$ cat config.mk
export PLATFORM = sky130hd
export DESIGN_NAME = oag_top
export DESIGN_NICKNAME = d
export VERILOG_FILES = /design/src/rtl/oag_pkg.sv /design/src/rtl/oag_mode_decode.sv /design/src/rtl/oag_ptr_select.sv /design/src/rtl/oag_addr_calc.sv /design/src/rtl/oag_top.sv
export SDC_FILE = /design/constraint.sdc
export NUM_CORES = 1
export LEC_CHECK = 0
export BUFFER_PORTS_ARGS = -buffer_cell sky130_fd_sc_hd__buf_2
export CAP_MARGIN = 40
export CORE_ASPECT_RATIO = 0.75
export CORE_UTILIZATION = 35
export CTS_BUF_LIST = sky130_fd_sc_hd__clkbuf_4
export CTS_CLUSTER_SIZE = 40
export DETAILED_ROUTE_END_ITERATION = 10
export GPL_TIMING_DRIVEN = 0
export PLACE_DENSITY = 0.74
export SYNTH_ARGS = -nofsm -noshare
export SYNTH_HDL_FRONTEND = slang
export SYNTH_SLANG_ARGS = --single-unit
$ cat constraint.sdc
create_clock -name clk -period 9.6 [get_ports clk]
set_input_delay 0.96 -clock clk [delete_from_list [all_inputs] [get_ports clk]]
set_output_delay 0.96 -clock clk [all_outputs]
set_load 0.02 [all_outputs]
$ cat src/rtl/oag_pkg.sv
package oag_pkg;
  localparam int OAG_W   = 16;
  localparam int FIELD_W = 6;
  localparam int REGN_W  = 4;
  localparam int CLK_W   = 2;

  typedef logic [OAG_W-1:0] word_t;

  typedef enum logic [2:0] {
    MD_REG  = 3'd0,
    MD_IMM  = 3'd1,
    MD_DIR  = 3'd2,
    MD_IND  = 3'd3,
    MD_AINC = 3'd4,
    MD_IDX  = 3'd5,
    MD_STK  = 3'd6
  } mode_e;

  // Register n lives at base[15:5] | (n << 1), bit 0 clear
  function automatic word_t bank_reg_addr(input word_t base, input logic [REGN_W-1:0] n);
    word_t a;
    a = base & ~word_t'((1 << (REGN_W + 1)) - 1);
    a = a | (word_t'(n) << 1);
    return a;
  endfunction

  function automatic word_t step_size(input logic is_byte);
    return is_byte ? word_t'(1) : word_t'(2);
  endfunction

  function automatic logic [CLK_W-1:0] extra_clocks(input mode_e m);
    logic [CLK_W-1:0] c;
    case (m)
      MD_DIR, MD_IND:  c = 2'd1;
      MD_AINC, MD_STK: c = 2'd2;
      MD_IDX:          c = 2'd3;
      default:         c = 2'd0;
    endcase
    return c;
  endfunction

  function automatic logic [1:0] lane_mask(input logic mem, input logic wr, input logic bad,
                                           input logic is_byte, input logic a0);
    logic [1:0] m;
    if (!(mem && wr && !bad)) m = 2'b00;
    else if (!is_byte)        m = 2'b11;
    else if (a0)              m = 2'b10;
    else                      m = 2'b01;
    return m;
  endfunction
endpackage

$ cat src/rtl/oag_mode_decode.sv
module oag_mode_decode
  import oag_pkg::*;
#(
  parameter int PTR_SEL_W = 3
) (
  input  logic [FIELD_W-1:0]   field,
  output mode_e                mode,
  output logic                 is_byte,
  output logic [REGN_W-1:0]    reg_num,
  output logic [PTR_SEL_W-1:0] ptr_sel
);
  logic [1:0] cls;
  logic       low_all_ones;

  assign cls          = field[5:4];
  assign low_all_ones = &field[2:0];
  assign reg_num      = field[3:0];
  assign ptr_sel      = PTR_SEL_W'(field[2:0]);

  always_comb begin
    is_byte = field[3];
    mode    = MD_REG;
    unique case (cls)
      2'b00: begin
        mode    = MD_REG;
        is_byte = 1'b0;
      end
      2'b01: begin
        if (low_all_ones && field[3]) begin
          mode    = MD_IMM;
          is_byte = 1'b0;
        end else if (low_all_ones) begin
          mode = MD_STK;
        end else begin
          mode = MD_IND;
        end
      end
      2'b10: mode = low_all_ones ? MD_DIR : MD_AINC;
      default: mode = MD_IDX;
    endcase
  end
endmodule

$ cat src/rtl/oag_ptr_select.sv
module oag_ptr_select
  import oag_pkg::*;
#(
  parameter int NUM_PTR   = 8,
  parameter int PTR_SEL_W = 3
) (
  input  logic [NUM_PTR*OAG_W-1:0] ptr_flat,
  input  logic [PTR_SEL_W-1:0]     sel,
  output word_t                    value
);
  word_t bank [NUM_PTR];

  for (genvar g = 0; g < NUM_PTR; g++) begin : g_unpack
    assign bank[g] = ptr_flat[g*OAG_W +: OAG_W];
  end

  assign value = bank[sel];
endmodule

$ cat src/rtl/oag_addr_calc.sv
module oag_addr_calc
  import oag_pkg::*;
(
  input  mode_e             mode,
  input  logic              is_byte,
  input  logic              wr,
  input  logic [REGN_W-1:0] reg_num,
  input  word_t             ptr,
  input  word_t             ext,
  input  word_t             base,
  output word_t             addr,
  output logic              upd_en,
  output word_t             upd_val,
  output logic              uses_ext,
  output logic              mem,
  output logic              bad
);
  word_t raw;

  always_comb begin
    raw      = '0;
    upd_en   = 1'b0;
    upd_val  = '0;
    uses_ext = 1'b0;
    mem      = 1'b1;
    bad      = 1'b0;
    unique case (mode)
      MD_REG: raw = bank_reg_addr(base, reg_num);
      MD_IMM: begin
        mem      = 1'b0;
        uses_ext = 1'b1;
        bad      = wr;
      end
      MD_DIR: begin
        raw      = ext;
        uses_ext = 1'b1;
      end
      MD_IND: raw = ptr;
      MD_AINC: begin
        raw     = ptr;
        upd_en  = 1'b1;
        upd_val = ptr + step_size(is_byte);
      end
      MD_IDX: begin
        raw      = ptr + ext;
        uses_ext = 1'b1;
      end
      MD_STK: begin
        upd_en = 1'b1;
        if (wr) begin
          raw     = ptr - step_size(1'b0);
          upd_val = ptr - step_size(1'b0);
        end else begin
          raw     = ptr;
          upd_val = ptr + step_size(1'b0);
        end
      end
      default: raw = '0;
    endcase
    addr = is_byte ? raw : {raw[OAG_W-1:1], 1'b0};
  end
endmodule

$ cat src/rtl/oag_top.sv
module oag_top
  import oag_pkg::*;
#(
  parameter int NUM_PTR   = 8,
  localparam int PTR_SEL_W = $clog2(NUM_PTR)
) (
  input  logic                     clk,
  input  logic                     rst_n,
  input  logic                     op_valid,
  input  logic [FIELD_W-1:0]       op_field,
  input  logic                     op_write,
  input  logic [OAG_W-1:0]         ext_word,
  input  logic [OAG_W-1:0]         bank_base,
  input  logic [NUM_PTR*OAG_W-1:0] ptr_vals,
  output logic                     acc_valid,
  output logic [OAG_W-1:0]         acc_addr,
  output logic                     acc_byte,
  output logic [1:0]               lane_we,
  output logic                     mem_access,
  output logic                     ext_used,
  output logic                     ptr_upd_en,
  output logic [PTR_SEL_W-1:0]     ptr_upd_idx,
  output logic [OAG_W-1:0]         ptr_upd_val,
  output logic                     acc_illegal,
  output logic [CLK_W-1:0]         extra_clk
);
  // Named decode events, visible to the bound checker
  mode_e                dec_mode;
  logic                 dec_byte;
  logic [REGN_W-1:0]    dec_reg;
  logic [PTR_SEL_W-1:0] dec_psel;
  word_t                sel_ptr;
  word_t                calc_addr;
  logic                 calc_upd_en;
  word_t                calc_upd_val;
  logic                 calc_ext;
  logic                 calc_mem;
  logic                 calc_bad;
  logic [1:0]           calc_lanes;
  logic [CLK_W-1:0]     calc_clk;

  oag_mode_decode #(.PTR_SEL_W(PTR_SEL_W)) u_dec (
    .field   (op_field),
    .mode    (dec_mode),
    .is_byte (dec_byte),
    .reg_num (dec_reg),
    .ptr_sel (dec_psel)
  );

  oag_ptr_select #(.NUM_PTR(NUM_PTR), .PTR_SEL_W(PTR_SEL_W)) u_psel (
    .ptr_flat (ptr_vals),
    .sel      (dec_psel),
    .value    (sel_ptr)
  );

  oag_addr_calc u_calc (
    .mode     (dec_mode),
    .is_byte  (dec_byte),
    .wr       (op_write),
    .reg_num  (dec_reg),
    .ptr      (sel_ptr),
    .ext      (ext_word),
    .base     (bank_base),
    .addr     (calc_addr),
    .upd_en   (calc_upd_en),
    .upd_val  (calc_upd_val),
    .uses_ext (calc_ext),
    .mem      (calc_mem),
    .bad      (calc_bad)
  );

  assign calc_lanes = lane_mask(calc_mem, op_write, calc_bad, dec_byte, calc_addr[0]);
  assign calc_clk   = extra_clocks(dec_mode);

  always_ff @(posedge clk) begin
    if (!rst_n || !op_valid) begin
      acc_valid   <= 1'b0;
      acc_addr    <= '0;
      acc_byte    <= 1'b0;
      lane_we     <= 2'b00;
      mem_access  <= 1'b0;
      ext_used    <= 1'b0;
      ptr_upd_en  <= 1'b0;
      ptr_upd_idx <= '0;
      ptr_upd_val <= '0;
      acc_illegal <= 1'b0;
      extra_clk   <= '0;
    end else begin
      acc_valid   <= 1'b1;
      acc_addr    <= calc_addr;
      acc_byte    <= dec_byte;
      lane_we     <= calc_lanes;
      mem_access  <= calc_mem;
      ext_used    <= calc_ext;
      ptr_upd_en  <= calc_upd_en;
      ptr_upd_idx <= calc_upd_en ? dec_psel : '0;
      ptr_upd_val <= calc_upd_val;
      acc_illegal <= calc_bad;
      extra_clk   <= calc_clk;
    end
  end
endmodule

# Word-level counts from Yosys, hierarchy flattened
# Cells that the tools add are included.
# totals
register_bits	45
inputBits	170
# op_classes
n_addsub	4
n_lt_le_gt_ge	1
n_eq_ne	8
mux	23
bitwise_logic	4
n_reduce_logical	16
# op_table
operator	count
$pmux W16 S5	1
$mux W16	4
$bmux W16 S3	1
$add A16 B16 Y16	2
$pmux W16 S2	1
$add A16 B2 Y16 const B	1
$or A16 B5 Y16	1
$sub A16 B2 Y16 const B	1
$reduce_or A2 Y1	5
$eq A3 B3 Y1 const B	3
$mux W3	3
$pmux W3 S3	1
$mux W1	7
$eq A3 B2 Y1 const B	2
$mux W2	3
$pmux W2 S3	1
$ge A4 B4 Y1 const B	1
$not A3 Y4	1
$eq A3 B1 Y1 const B	1
$logic_and A1 B1 Y1	3
$logic_not A1 Y1	3
$logic_not A3 Y1	1
$reduce_and A3 Y1	1
$reduce_or A3 Y1	1
6 further kinds	7

# Depth between registers and ports, before layout
# logic_depth
ltp_word	10
mapped_depth	16
ltp_nobuf	11

# Cells and area by module
# From an unflattened synthesis, not the netlist that was laid out.
# hier_totals
hier_cells	574
area_unflattened_um2	5048.6
# by_module_without_submodules
module	instances	cells_per_inst	area_per_inst_um2
oag_addr_calc	1	396	2527.4
oag_top	1	104	1318.8
oag_ptr_select	1	57	1071.0
oag_mode_decode	1	17	131.4

# Worst setup path before layout
# OpenSTA, ideal clock, no wires.
# synth_timing
kind	input to register
startpoint	input port op_field[1]
endpoint	register acc_addr[12]
setup_ps	128
arrival_ps	4070
required_ps	9472
path_slack_ps	5403
path_stages	15
path_buffers	4
cell_sequence	buf_6 -> buf_8 -> buf_6 -> buf_4 -> mux4_2 -> mux2_2 -> ha_1 -> fa_1 -> a21oi_1 -> o22ai_1 -> o41ai_1 -> o21a_1 -> xnor2_1 -> a221oi_1 -> nor2_1
# synth_between
elab_chain_cells	7
elab_cells_between_ends	21
cone_classes	add/sub: 2; eq/ne: 5; mux: 9; bitwise: 1; reduce/logical: 4
# synth_rtl
item	line	source
start: declaration	oag_top.sv:10	input logic [FIELD_W-1:0] op_field,
$not A3 Y4 (implied by the code) / $reduce_and A3 Y1 (equally long branches)	oag_ptr_select.sv:17, oag_mode_decode.sv:16	
$bmux W16 S3, or another cell as far along	oag_ptr_select.sv:17	assign value = bank[sel];
$mux W16 (implied by the code) / $mux W3 (equally long branches)	oag_ptr_select.sv:17, oag_mode_decode.sv:29	
$mux W16 (implied by the code) / $pmux W3 S3 (equally long branches)	oag_ptr_select.sv:17, oag_mode_decode.sv:23	
$sub A16 B2 Y16, or another cell as far along	oag_addr_calc.sv:51	raw = ptr - step_size(1'b0);
$mux W16 / $reduce_or A2 Y1 (equally long branches)	-	
$pmux W16 S5 *	oag_addr_calc.sv:27	unique case (mode)
end signal: assignment	oag_top.sv:90	acc_addr <= calc_addr;
end: declaration	oag_top.sv:16	output logic [OAG_W-1:0] acc_addr,
# Mark *: on every way between the ends. The rest lies on a longest branch, timed or not. The select of a mux whose other input is x is not followed.
# A chain may end at the register's enable or synchronous reset.

# Worst setup path in the final report
# Same ends and word-level chain as after synthesis.

==> impl_metrics.py <==
metrics = {
    "die": {
        "num_rows": 36,
        "fp.dieW_um": 137.2,
        "io_pins": 215,
        "coreArea_um2": 13200,
        "die_area_um2": 14180,
        "die_y_um": 103.4,
        "initial_core_util": 0.3635,
    },
    "sta": {
        "rsz0062_at_grt": "no",
        "tns_ps": 0,
        "slew_violations": 0,
        "worst_pin_slew_ps": 822.1,
        "final-setup-viol-count": 0,
        "slew_headroom": 0.4519,
        "finalHoldViolations": 0,
        "period_needed_ps": 4736,
        "fmax_ghz": 0.2111,
        "period_share": 0.4933,
    },
    "drt": {
        "drt_iter0_markers": 713,
        "wl_per_cell_um": 19.48,
        "drc": 0,
        "num_vias": 5699,
        "wl_um": 18660,
        "drtAntennaViolNets": 0,
        "via_per_inst": 5.949,
        "drt-pass1-iter-count": 5,
    },
    "clock_tree": {
        "cts_hold_buffers": 0,
        "clk_pin_slew_ps": 170,
        "clock-sinks": 45,
        "cts_setup_buffers": 0,
        "cts_root_buffer": "clkbuf_4",
        "ctsResizeCount": 0,
        "clockBufferDepth": 2,
        "cts_buffers": 5,
        "cts.htree.levels": 2,
        "cts_tree": "yes",
    },
    "global_routing": {
        "grt_usage": 0.2636,
        "grt.met1_usage": 0.3552,
        "grt_pass1_wl_um": 28350,
        "use_met3": 0.06969,
        "grt_util_met2": 0.4274,
        "busiest_layer": "met2",
        "grt_overflow": 0,
        "grt_pass1_vias": 5386,
        "grt_max_degree": 17,
        "antenna_found_initial": 2,
    },
    "synthesis": {
        "ys_ff_latch": 45,
        "async_flop_share": 0,
        "synth_top_area_cell": "dfxtp_1",
        "synthTopCellsByArea": "dfxtp_1 (19%), mux4_2 (15%), ha_1 (5.5%)",
        "syn_inst": 570,
        "synth_cell_types": 66,
        "ys_seq_area_frac": 0.1878,
        "synth_edf_count": 0,
        "syn_area_per_cell_um2": 8.416,
        "synth_ff_type": "dfxtp_1",
        "synth.top_cell.area_share": 0.1878,
        "yosys_warnings": 0,
        "syn_nets": 763,
        "syn_area_um2": 4797,
    },
    "placement": {
        "hpwl_um": 15170,
        "place_congestion": 0.9958,
        "io_buffers": 206,
    },
    "worst_hold_path": {
        "hold_depth": 2,
        "hp-class": "input pin to flop",
    },
    "setup_path": {
        "crit_buf_inv": 5,
        "crit_chain": "buf_2 > buf_6 > buf_8 > buf_6 > buf_4 > mux4_2 > mux2_2 > ha_1 > fa_1 > a21oi_1 > o22ai_1 > o41ai_1 > o21a_1 > xnor2_1 > a221oi_1 > nor2_1",
        "slowest_stage": "o41ai_1",
        "cp-start-kind": "input pin",
        "critPathRequiredTime_ps": 9880,
        "endpoint": "acc_addr[12]",
        "arrival_ps": 5010,
        "cp.depth": 16,
        "cpMostUsedCell": "buf_6",
        "crit_path_start": "op_field[1]",
        "cp_max_fo": 10,
        "crit_family": "compound AO/OA/AOI/OAI gates",
        "worst-setup-path-type": "input pin to flop",
        "cp-end-kind": "flop",
        "slowest_delay_ps": 640,
    },
    "power_and_ir_drop": {
        "p_total_mw": 0.6332,
        "power_density_nw_per_um2": 103.5,
        "ir_worst_vdd_v": 0.00005566,
        "power.leakage_nw": 2.649,
    },
    "finish": {
        "syn_to_final_growth_pct": 27.52,
        "nets": 977,
        "drive_gt1_frac": 0.3771,
    },
    "run_status": {
        "outcome": "complete, no violations",
    },
    "job": {
        "maxCapViolCount": 0,
    },
}
[Yosys cell counts (3+ instances only)]
cell type	instances
nand2_1	51
a21oi_1	47
dfxtp_1	45
o21ai_0	42
nor2_1	41
mux4_2	31
nand3_1	26
clkbuf_1	21
ha_1	21
nor3_1	19
inv_1	15
nand4_1	13
xnor2_1	12
a211oi_1	9
a31oi_1	9
and3_1	9
buf_2	9
inv_2	9
mux2i_1	9
and2_1	8
nand2b_1	7
o22ai_1	7
a22oi_1	6
mux2i_4	6
nor2b_1	6
or3_1	6
xor2_1	6
mux2i_2	4
o211ai_1	4
o21a_1	4
o221ai_1	4
a21o_1	3
a221oi_1	3
a32oi_1	3
mux2_2	3
mux4_1	3
nor4_2	3
o2111ai_1	3
o31ai_1	3
or2_2	3
[worst min-delay path by stage]
stage | slack (ps) | to | from
2_1_floorplan | 1060 | lane_we[1] | op_field[3]
3_3_place_gp | 1320 | lane_we[1] | op_field[3]
3_5_place_dp | 1310 | lane_we[1] | op_field[3]
4_1_cts | 870 | lane_we[1] | op_field[3]
5_1_grt | 880 | lane_we[1] | op_field[3]
6_report | 900 | lane_we[1] | op_field[3]
[cells in the final DEF, fill, tap and decap left out, types with 12 or more instances in the layout]
master,netlist,routed
buf_2,9,215
nand2_1,51,51
a21oi_1,47,47
dfxtp_1,45,45
o21ai_0,42,42
nor2_1,41,41
mux4_2,31,31
nand3_1,26,26
clkbuf_1,21,21
ha_1,21,21
nor3_1,19,19
inv_1,15,15
nand4_1,13,13
xnor2_1,12,12
[flip-flops by register name (all words and copies together), names as in the netlist]
register	flops
ptr_upd_val	16
ptr_upd_en	1
acc_addr	16
ext_used	1
acc_byte	1
mem_access	1
acc_valid	1
acc_illegal	1
ptr_upd_idx	3
lane_we	2
extra_clk	2
[power breakdown]
part	leakage [nW]	internal, mW	switching (mW)
clock network	0.0318	0.0300	0.0757
logic	2.25	0.135	0.194
registers	0.367	0.196	0.00216
total	2.65	0.361	0.272
[final cells by class]
type                            count  area (um2)
Fill cell                        1349        7081
Sequential cell                    45       900.9
Clock inverter                      3       25.02
Timing Repair Buffer              207        1039
Inverter                           26       102.6
Antenna cell                        2       5.005
Clock buffer                        5       37.54
Tap cell                          171       214.0
Buffer                             36       180.2
Multi-Input combinational cell    463        3613
[metrics by stage]
stage / std cells / utilization / setup WS [ps] / area, um2 / hold slack (ps)
2_1_floorplan: 570 / - / 5403 / 4797 / 1056
3_3_place_gp: 947 / 0.4578 / 4580 / 6042 / 1324
3_5_place_dp: 948 / 0.4584 / 4556 / 6050 / 1314
4_1_cts: 956 / 0.4631 / 4978 / 6112 / 866.7
5_1_grt: 957 / 0.4633 / 4621 / 6115 / 877.4
6_report: 958 / 0.4635 / 4864 / 6117 / 896.9
[per-layer routing]
metal  vias to the layer above  part of all wire
li1                       2612                 -
met1                      2670              0.41
met2                       397              0.45
met3                        20              0.13
met4                         0            0.0075
met5                         -                 0
[logic make-up (layout without fill, tap and decap cells)]
| kind of cell | after synthesis | in the layout | synth area share |
|---|---|---|---|
| muxes | 56 | 56 | 0.2274 |
| DFF | 45 | 45 | 0.1878 |
| other | 0 | 2 | 0 |
| buffers and inverters | 62 | 277 | 0.05894 |
| AOI/OAI and AO/OA | 161 | 161 | 0.2113 |
| xor gates and xnor gates | 18 | 18 | 0.03286 |
| and+or+nand+nor | 205 | 205 | 0.2186 |
| adders and majority gates | 23 | 23 | 0.06312 |
Note: power is estimated with default switching activity, not from simulation.
